===== config.mk =====
export PLATFORM = sky130hd
export DESIGN_NAME = bit_packer
export DESIGN_NICKNAME = d
export VERILOG_FILES = /design/src/rtl/bit_packer_pkg.sv /design/src/rtl/bit_packer_align.sv /design/src/rtl/bit_packer_store.sv /design/src/rtl/bit_packer.sv
export SDC_FILE = /design/constraint.sdc
export NUM_CORES = 1
export LEC_CHECK = 0
export BUFFER_PORTS_ARGS = -buffer_cell sky130_fd_sc_hd__buf_2
export CAP_MARGIN = 5
export CORE_MARGIN = 2
export CORE_UTILIZATION = 44
export CTS_BUF_LIST = sky130_fd_sc_hd__clkbuf_4
export DETAILED_ROUTE_END_ITERATION = 10
export PLACE_DENSITY = 0.67
export SLEW_MARGIN = 0
export SYNTH_ARGS = -nofsm -noshare
export SYNTH_HDL_FRONTEND = slang
export SYNTH_HIERARCHICAL = 1
export SYNTH_SLANG_ARGS = --single-unit
export TNS_END_PERCENT = 30

===== constraint.sdc =====
create_clock -name clk_i -period 3.8 [get_ports clk_i]
set_input_delay 0.57 -clock clk_i [delete_from_list [all_inputs] [get_ports clk_i]]
set_output_delay 0.57 -clock clk_i [all_outputs]
set_load 0.05 [all_outputs]

===== src/rtl/bit_packer_pkg.sv =====
package bit_packer_pkg;
  typedef enum logic [1:0] {
    BEAT_NONE = 2'd0,
    BEAT_FULL = 2'd1,
    BEAT_PART = 2'd2
  } beat_e;
endpackage


===== src/rtl/bit_packer_align.sv =====
module bit_packer_align #(
  parameter int IN_W  = 4,
  parameter int LEN_W = $clog2(IN_W + 1)
) (
  input  logic [IN_W-1:0]  data_i,
  input  logic [IN_W-1:0]  mask_i,
  output logic [IN_W-1:0]  bits_o,
  output logic [LEN_W-1:0] len_o
);
  logic [LEN_W-1:0] lsb;

  always_comb begin
    lsb   = '0;
    len_o = '0;
    for (int i = IN_W - 1; i >= 0; i--) begin
      if (mask_i[i]) lsb = LEN_W'(i);
    end
    for (int i = 0; i < IN_W; i++) begin
      len_o = len_o + LEN_W'(mask_i[i]);
    end
    bits_o = (data_i & mask_i) >> lsb;
  end
endmodule


===== src/rtl/bit_packer_store.sv =====
module bit_packer_store
  import bit_packer_pkg::*;
#(
  parameter int IN_W  = 4,
  parameter int OUT_W = 6,
  parameter int ACC_W = IN_W + OUT_W,
  parameter int CNT_W = $clog2(ACC_W + 1),
  parameter int LEN_W = $clog2(IN_W + 1)
) (
  input  logic             clk_i,
  input  logic             rst_ni,
  input  beat_e            pop_i,
  input  logic             push_i,
  input  logic [IN_W-1:0]  bits_i,
  input  logic [LEN_W-1:0] len_i,
  output logic [ACC_W-1:0] acc_o,
  output logic [CNT_W-1:0] cnt_o
);
  localparam logic [CNT_W-1:0] OUT_CNT = CNT_W'(OUT_W);
  localparam logic [CNT_W-1:0] ACC_CNT = CNT_W'(ACC_W);

  logic [ACC_W-1:0] acc_q, acc_d, base_acc;
  logic [CNT_W-1:0] cnt_q, cnt_d, base_cnt;

  always_comb begin
    unique case (pop_i)
      BEAT_FULL: begin base_acc = acc_q >> OUT_W; base_cnt = cnt_q - OUT_CNT; end
      BEAT_PART: begin base_acc = '0;             base_cnt = '0;              end
      default:   begin base_acc = acc_q;          base_cnt = cnt_q;           end
    endcase
    acc_d = base_acc;
    cnt_d = base_cnt;
    if (push_i) begin
      acc_d = base_acc | (ACC_W'(bits_i) << base_cnt);
      cnt_d = base_cnt + CNT_W'(len_i);
    end
  end

  always_ff @(posedge clk_i or negedge rst_ni) begin
    if (!rst_ni) begin
      acc_q <= '0;
      cnt_q <= '0;
    end else begin
      acc_q <= acc_d;
      cnt_q <= cnt_d;
    end
  end

  assign acc_o = acc_q;
  assign cnt_o = cnt_q;

  // capacity never exceeded
  p_no_overflow_r1: assert property (@(posedge clk_i) disable iff (!rst_ni)
    cnt_q <= ACC_CNT);

  // bits above the held count are always zero, so a partial beat is clean
  p_upper_clear_r5: assert property (@(posedge clk_i) disable iff (!rst_ni)
    (acc_q >> cnt_q) == '0);
endmodule


===== src/rtl/bit_packer.sv =====
module bit_packer
  import bit_packer_pkg::*;
#(
  parameter int IN_W  = 4,
  parameter int OUT_W = 6
) (
  input  logic             clk_i,
  input  logic             rst_ni,
  input  logic             valid_i,
  input  logic [IN_W-1:0]  data_i,
  input  logic [IN_W-1:0]  mask_i,
  output logic             ready_o,
  output logic             valid_o,
  output logic [OUT_W-1:0] data_o,
  output logic [OUT_W-1:0] mask_o,
  input  logic             ready_i,
  input  logic             flush_i,
  output logic             flush_done_o
);
  localparam int ACC_W = IN_W + OUT_W;
  localparam int CNT_W = $clog2(ACC_W + 1);
  localparam int LEN_W = $clog2(IN_W + 1);
  localparam logic [CNT_W-1:0] OUT_CNT = CNT_W'(OUT_W);

  logic [IN_W-1:0]  bits;
  logic [LEN_W-1:0] len;
  logic [ACC_W-1:0] acc_q;
  logic [CNT_W-1:0] cnt_q, cnt_eff;
  logic             full_w, part_w, push, flush_q;
  beat_e            pop_kind;

  bit_packer_align #(.IN_W(IN_W), .LEN_W(LEN_W)) u_align (
    .data_i (data_i),
    .mask_i (mask_i),
    .bits_o (bits),
    .len_o  (len)
  );

  bit_packer_store #(
    .IN_W(IN_W), .OUT_W(OUT_W), .ACC_W(ACC_W), .CNT_W(CNT_W), .LEN_W(LEN_W)
  ) u_store (
    .clk_i  (clk_i),
    .rst_ni (rst_ni),
    .pop_i  (pop_kind),
    .push_i (push),
    .bits_i (bits),
    .len_i  (len),
    .acc_o  (acc_q),
    .cnt_o  (cnt_q)
  );

  assign full_w  = cnt_q >= OUT_CNT;
  assign part_w  = flush_q && !full_w && (cnt_q != '0);
  assign valid_o = full_w || part_w;
  assign data_o  = acc_q[OUT_W-1:0];

  always_comb begin
    pop_kind = BEAT_NONE;
    if (valid_o && ready_i) pop_kind = full_w ? BEAT_FULL : BEAT_PART;
  end

  // room is judged after a pending full word leaves; stall whenever output stalls
  assign cnt_eff = full_w ? cnt_q - OUT_CNT : cnt_q;
  assign ready_o = ready_i && !flush_q && (cnt_eff < OUT_CNT);
  assign push    = valid_i && ready_o;

  for (genvar i = 0; i < OUT_W; i++) begin : g_mask
    assign mask_o[i] = full_w || (cnt_q > CNT_W'(i));
  end

  assign flush_done_o = flush_q && (cnt_q == '0);

  always_ff @(posedge clk_i or negedge rst_ni) begin
    if (!rst_ni)      flush_q <= 1'b0;
    else if (flush_q) flush_q <= (cnt_q != '0);
    else              flush_q <= flush_i;
  end

  p_ready_gate_r3: assert property (@(posedge clk_i) disable iff (!rst_ni)
    !ready_i |-> !ready_o);

  p_hold_r4: assert property (@(posedge clk_i) disable iff (!rst_ni)
    (valid_o && !ready_i) |=> (valid_o && $stable(data_o) && $stable(mask_o)));

  p_full_mask_r2: assert property (@(posedge clk_i) disable iff (!rst_ni)
    (valid_o && !flush_q) |-> (mask_o == '1));

  p_done_quiet_r6: assert property (@(posedge clk_i) disable iff (!rst_ni)
    flush_done_o |-> !valid_o);

  p_done_pulse_r6: assert property (@(posedge clk_i) disable iff (!rst_ni)
    flush_done_o |=> !flush_done_o);

  p_flush_block_r7: assert property (@(posedge clk_i) disable iff (!rst_ni)
    flush_q |-> !ready_o);

  p_zero_push_r8: assert property (@(posedge clk_i) disable iff (!rst_ni)
    (valid_i && ready_o && (mask_i == '0) && !(valid_o && ready_i))
      |=> $stable(cnt_q));

  p_mask_form_r10: assert property (@(posedge clk_i) disable iff (!rst_ni)
    valid_o |-> ((mask_o != '0) && (((mask_o + 1'b1) & mask_o) == '0)));
endmodule


==> After elaboration in Yosys (flattened, before gate mapping) <==
Index checks and enable logic that the tools add are counted.
{ "totals": {"ff_bits": 15, "input_bits": 13, "out_inout_bits": 15, "wordCells": 52} }
{ "op_classes": {"addsub": 5, "order_cmp": 8, "n_eq_ne": 2, "shifts": 2, "muxes": 12, "bitwise_logic": 2, "n_reduce_logical": 18} }
{ "op_table": {"columns": ["cell", "count"], "rows": [
  ["$pmux 10 s2", 1],
  ["$mux 2", 6],
  ["$mux 10", 1],
  ["$or 10x10->10", 1],
  ["$shl 4x4->10", 1],
  ["$gt 4x1->1 const B", 2],
  ["$gt 4x2->1 const B", 2],
  ["$gt 4x3->1 const B", 2],
  ["$mux 4", 2],
  ["$pmux 4 s2", 1],
  ["$logic_and 1x1->1", 7],
  ["$logic_or 1x1->1", 7],
  ["$add 3x1->3", 2],
  ["$add 4x3->4", 1],
  ["$and 4x4->4", 1],
  ["$ge 4x3->1 const B", 1],
  ["$logic_not 4->1", 1],
  ["$lt 4x3->1 const B", 1],
  ["$reduce_bool 4->1", 1],
  ["$shr 4x2->4", 1],
  ["$sub 4x3->4 const B", 1],
  ["$add 1x1->2", 1],
  ["$eq 2x1->1 const B", 1],
  ["$eq 2x2->1 const B", 1],
  ["other kinds (2)", 3]
]} }

==> Longest topological paths before layout <==
{ "depth": {"ltp_word": 12, "mapped_depth": 13, "mapped_depth_nobuf": 12} }

==> Modules after synthesis <==
Netlist, hierarchy kept.
{ "modules_own_cells": {"columns": ["mod", "instances", "cells_per_inst", "area_per_inst_um2", "seq_area_each_um2"], "rows": [
  ["bit_packer_store", 1, 89, 910.9, 350.3],
  ["bit_packer", 1, 31, 235.2, 25.0],
  ["bit_packer_align", 1, 15, 128.9, 0.0]
]} }

==> Least setup slack after synthesis <==
No wires, ideal clock.
{ "synth_path": {"path_type": "reg-to-reg", "startpoint": "register u_store.cnt_q[1], in the netlist u_store/cnt_o[1]", "endpoint": "register u_store.cnt_q[2], in the netlist u_store/cnt_o[2]", "setup_ps": 123, "arrival_time_ps": 3123, "required_ps": 3677, "setup_slack_ps": 554, "path_stages_with_launch": 12, "path_buffers": 0, "synth_period_minus_slack_ps": 3246, "path_cell_list": "dfrtp_1 ha_1 a221oi_4 nor4b_2 inv_1 ha_1 or3b_1 and2_4 xnor2_1 ha_1 a2111o_1 o221a_2"} }
{ "synth_between": {"elab_chain_cells": 11, "word_cells_on_any_way": 19, "classes_between": "add/sub (2); order compare (2); eq/ne (2); mux (5); reduce/logical (8)"} }
{ "synth_rtl": {"columns": ["element", "line_no", "rtl"], "rows": [
  ["start: declaration", "bit_packer_store.sv:23", "logic [CNT_W-1:0] cnt_q, cnt_d, base_cnt;"],
  ["start signal: assignment", "bit_packer_store.sv:45", "cnt_q <= cnt_d;"],
  ["$ge 4x3->1", "bit_packer.sv:52", "assign full_w = cnt_q >= OUT_CNT;"],
  ["$logic_not 1->1", "bit_packer.sv:53", "assign part_w = flush_q && !full_w && (cnt_q != '0);"],
  ["$logic_and 1x1->1 (2 in series)", "bit_packer.sv:53", null],
  ["$logic_or 1x1->1", "bit_packer.sv:54", "assign valid_o = full_w || part_w;"],
  ["$logic_and 1x1->1", "bit_packer.sv:59", "if (valid_o && ready_i) pop_kind = full_w ? BEAT_FULL : BEAT_PART;"],
  ["$mux 2 *", "bit_packer.sv:59", null],
  ["via pop_kind[1]", "bit_packer.sv:30", "beat_e pop_kind;"],
  ["$eq 2x2->1 / $eq 2x1->1 (equally long branches)", "bit_packer_store.sv:26", "unique case (pop_i)"],
  ["$pmux 4 s2 *", "bit_packer_store.sv:26", null],
  ["$add 4x3->4", "bit_packer_store.sv:35", "cnt_d = base_cnt + CNT_W'(len_i);"],
  ["$mux 4 *", "bit_packer_store.sv:33", "if (push_i) begin"],
  ["via u_store.cnt_d[2]", "bit_packer_store.sv:23", null]
]} }
The timed path passes the listed nets; every way through them passes the cells marked *.

==> Worst setup path after layout <==
{ "layout_path": {"startpoint": "register u_store.cnt_q[2], in the netlist u_store/cnt_o[2]", "endpoint": "register u_store.cnt_q[2], in the netlist u_store/cnt_o[2]"} }
The elaborated chain is that of the path after synthesis.

==> results.md <==
* Status: complete, no violations
* RSZ-0062 raised after global routing: false
* Area leader, netlist: dfrtp_1
* Routed length per instance at 14.4 um
* Number of synthesized flops with an enable pin at 0
* Ys flop type: dfrtp_1
* Drt initial violations at 46
* Worst skew pair latency at 290 ps
* Avg Vias per Cell at 5.73
* Clock tree from TritonCTS: yes
* Fill cells at 252
* Port Buf Inserts at 27
* Slew headroom at 67.9%
* Reg clk slew, reported paths at 110 ps
* Die footprint at 3340 um2
* Num rows at 19
* Fmax at 0.279 GHz
* GP Congestion at 0.801
* CP Cell Sequence: ha_1 -> a221oi_4 -> nor4b_2 -> inv_1 -> ha_1 -> or3b_1 -> and2_4 -> xnor2_1 -> ha_1 -> a2111o_1 -> o221a_2
* Critical path arrival at 3760 ps
* Die width at 57.8 um
* Worst path top cell family by delay: adder cells
* Post-CTS setup buffer count at 0
* Hold_buf cts at 0
* Core Footprint at 2760 um2
* Seq/Total Area, Yosys at 29.4%
* Number of remaining DRC errors at 0
* Synth-to-layout area growth at 15.5%
* Routed Antenna Nets at 0
* Slew Limit Fails at 0
* Crit Path Class: reg -> reg
* Iteration count of the initial detailed-routing pass at 4
* Initial core utilization at 46.2%
* Post-DP HPWL at 2250 um
* First-pass GRT wire length at 4710 um
* Req. time, crit path at 3980 ps
* Drt total wl at 2830 um
* DR vias at 1124
* Synth unique cells at 51
* Mapped Avg Cell Area at 9.44 um2
* Pin count of the biggest net entering global routing at 16
* CTS Sinks at 15
* Diodes inserted at 0
* Yosys warns at 6
* Worst path buffer plus inverter count at 1
* Actual slew at the worst max-slew pin at 477 ps
* Min-Delay Path Class: in -> async
* Seq cells post-synth at 15
* Root buffer cell: clkbuf_4
* Die Y at 57.8 um
* Async SR Flop Fraction at 100%
* Slowest-stage cell, CP: dfrtp_1
* Synthesized netlist cell count at 135
* Vias in the first global route at 1085
* Share of the synthesized area in the top cell type at 29.4%
* Io pins at 28
* Largest cells by area after synthesis: dfrtp_1 29%, ha_1 7.9%, nand2_1 4.7%
* Net count after synthesis at 157
* Post-layout nets at 188
* # Max-Cap Violations at 0
* Post-Route Skew at 8.84 ps
* Total CTS buffers at 3
* GRT Total Usage at 17.6%
* Setup tns final at 0 ps
* Minimum clock period at 3580 ps
* Initial antenna violation count at 0
* Grt ovf at 0
* Mapped Area at 1270 um2
* Hold Vio Cnt, Final at 0
* Post_cts resized at 0
* Type of element launching the critical path: flip-flop
* Final setup vio count at 0
* H-tree depth at 1
* Clk buf depth at 2
* CP Max Fanout at 10
* CP peak stage delay at 510 ps
* Layout cells sized above 1 at 33.9%
* CP most frequent cell: ha_1
* Final period util at 94.2%
* Worst Setup End Kind: flip-flop
[cell families after synthesis]
family | Yosys count | share of synthesized area (%)
AOI/OAI and AO/OA | 41 | 27.5
and+or+nand+nor | 47 | 21.3
muxes | 7 | 5.89
buffers and inverters | 13 | 4.42
xor gates and xnor gates | 3 | 2.06
adders and majority gates | 9 | 9.42
DFF | 15 | 29.4
[synth_stat cells, types with 2 or more instances]
master     n
xor2_1     2
a22oi_1    4
ha_1       8
o221ai_1   2
a21oi_1    5
nand3_1    4
nor2_1     8
mux2_2     4
nand2b_1   3
o21ai_0    7
o21ai_1    3
mux2i_1    3
nand2_2    2
nand2_1   16
inv_1      9
o211ai_1   4
dfrtp_1   15
or2_2      2
clkbuf_1   2
[worst paths after layout]
| check | from | endpoint | slack (ps) | cells past startpoint |
|---|---|---|---|---|
| worst max-delay path | u_store/cnt_o[2] | u_store/cnt_o[2] | 220 | 11 |
| worst min-delay path | rst_ni | flush_q | 170 | 1 |
| worst max register to register | u_store/cnt_o[2] | u_store/cnt_o[2] | 220 | 11 |
| worst min register to register | u_store/acc_o[4] | u_store/acc_o[4] | 490 | 2 |
| max in group asynchronous | rst_ni | u_store/acc_o[8] | 3360 | 1 |
| min in group clk_i | flush_i | flush_q | 490 | 3 |
[area by class of cell]
type / count / area, um2 / area share, %
well taps: 31 / 38.8 / 2.63
multi-input cells: 107 / 843 / 57.3
repair buffers: 29 / 150 / 10.2
clock buffers: 3 / 22.5 / 1.53
inverters: 10 / 37.5 / 2.55
flip-flops and latches: 15 / 375 / 25.5
clock inverters: 1 / 5.00 / 0.340
[through the flow]
step           util, %  cell area, um2  worst slack (ps)  hold slack (ps)  std cells
2_1_floorplan        -            1270               554              274        135
3_3_place_gp      52.4            1450               400              470        192
3_5_place_dp      52.4            1450               265              478        192
4_1_cts           53.4            1470               243              180        196
5_1_grt           53.4            1470              54.4              189        196
6_report          53.4            1470               221              173        196
[layout by cell type (no fill, tap or decap), drive strengths merged, types with 4 or more instances in the layout]
| cell type | synthesis | final |
|---|---|---|
| nand2b | 4 | 4 |
| nand2 | 18 | 18 |
| ha | 8 | 8 |
| nor2 | 8 | 8 |
| buf | 1 | 29 |
| mux2 | 4 | 4 |
| nand3 | 4 | 4 |
| inv | 10 | 10 |
| a22oi | 4 | 4 |
| a21oi | 5 | 5 |
| o21ai | 12 | 12 |
| dfrtp | 15 | 15 |
| o211ai | 5 | 5 |
[routing by layer]
layer	GRT usage, %	vias to the layer above	part of all wire, %
met5	0	-	0
met2	30.8	28	48
met4	5.32	0	0.81
li1	-	568	-
met3	1.34	2	3.6
met1	23.2	526	47
[registers in the layout (all words and copies together), names as in the netlist]
| signal | count |
|---|---|
| u_store/acc_o | 10 |
| u_store/cnt_o | 4 |
| flush_q | 1 |
Power is not shown: default switching activity piles up to over one toggle a cycle in this logic, so the estimate is an artifact.
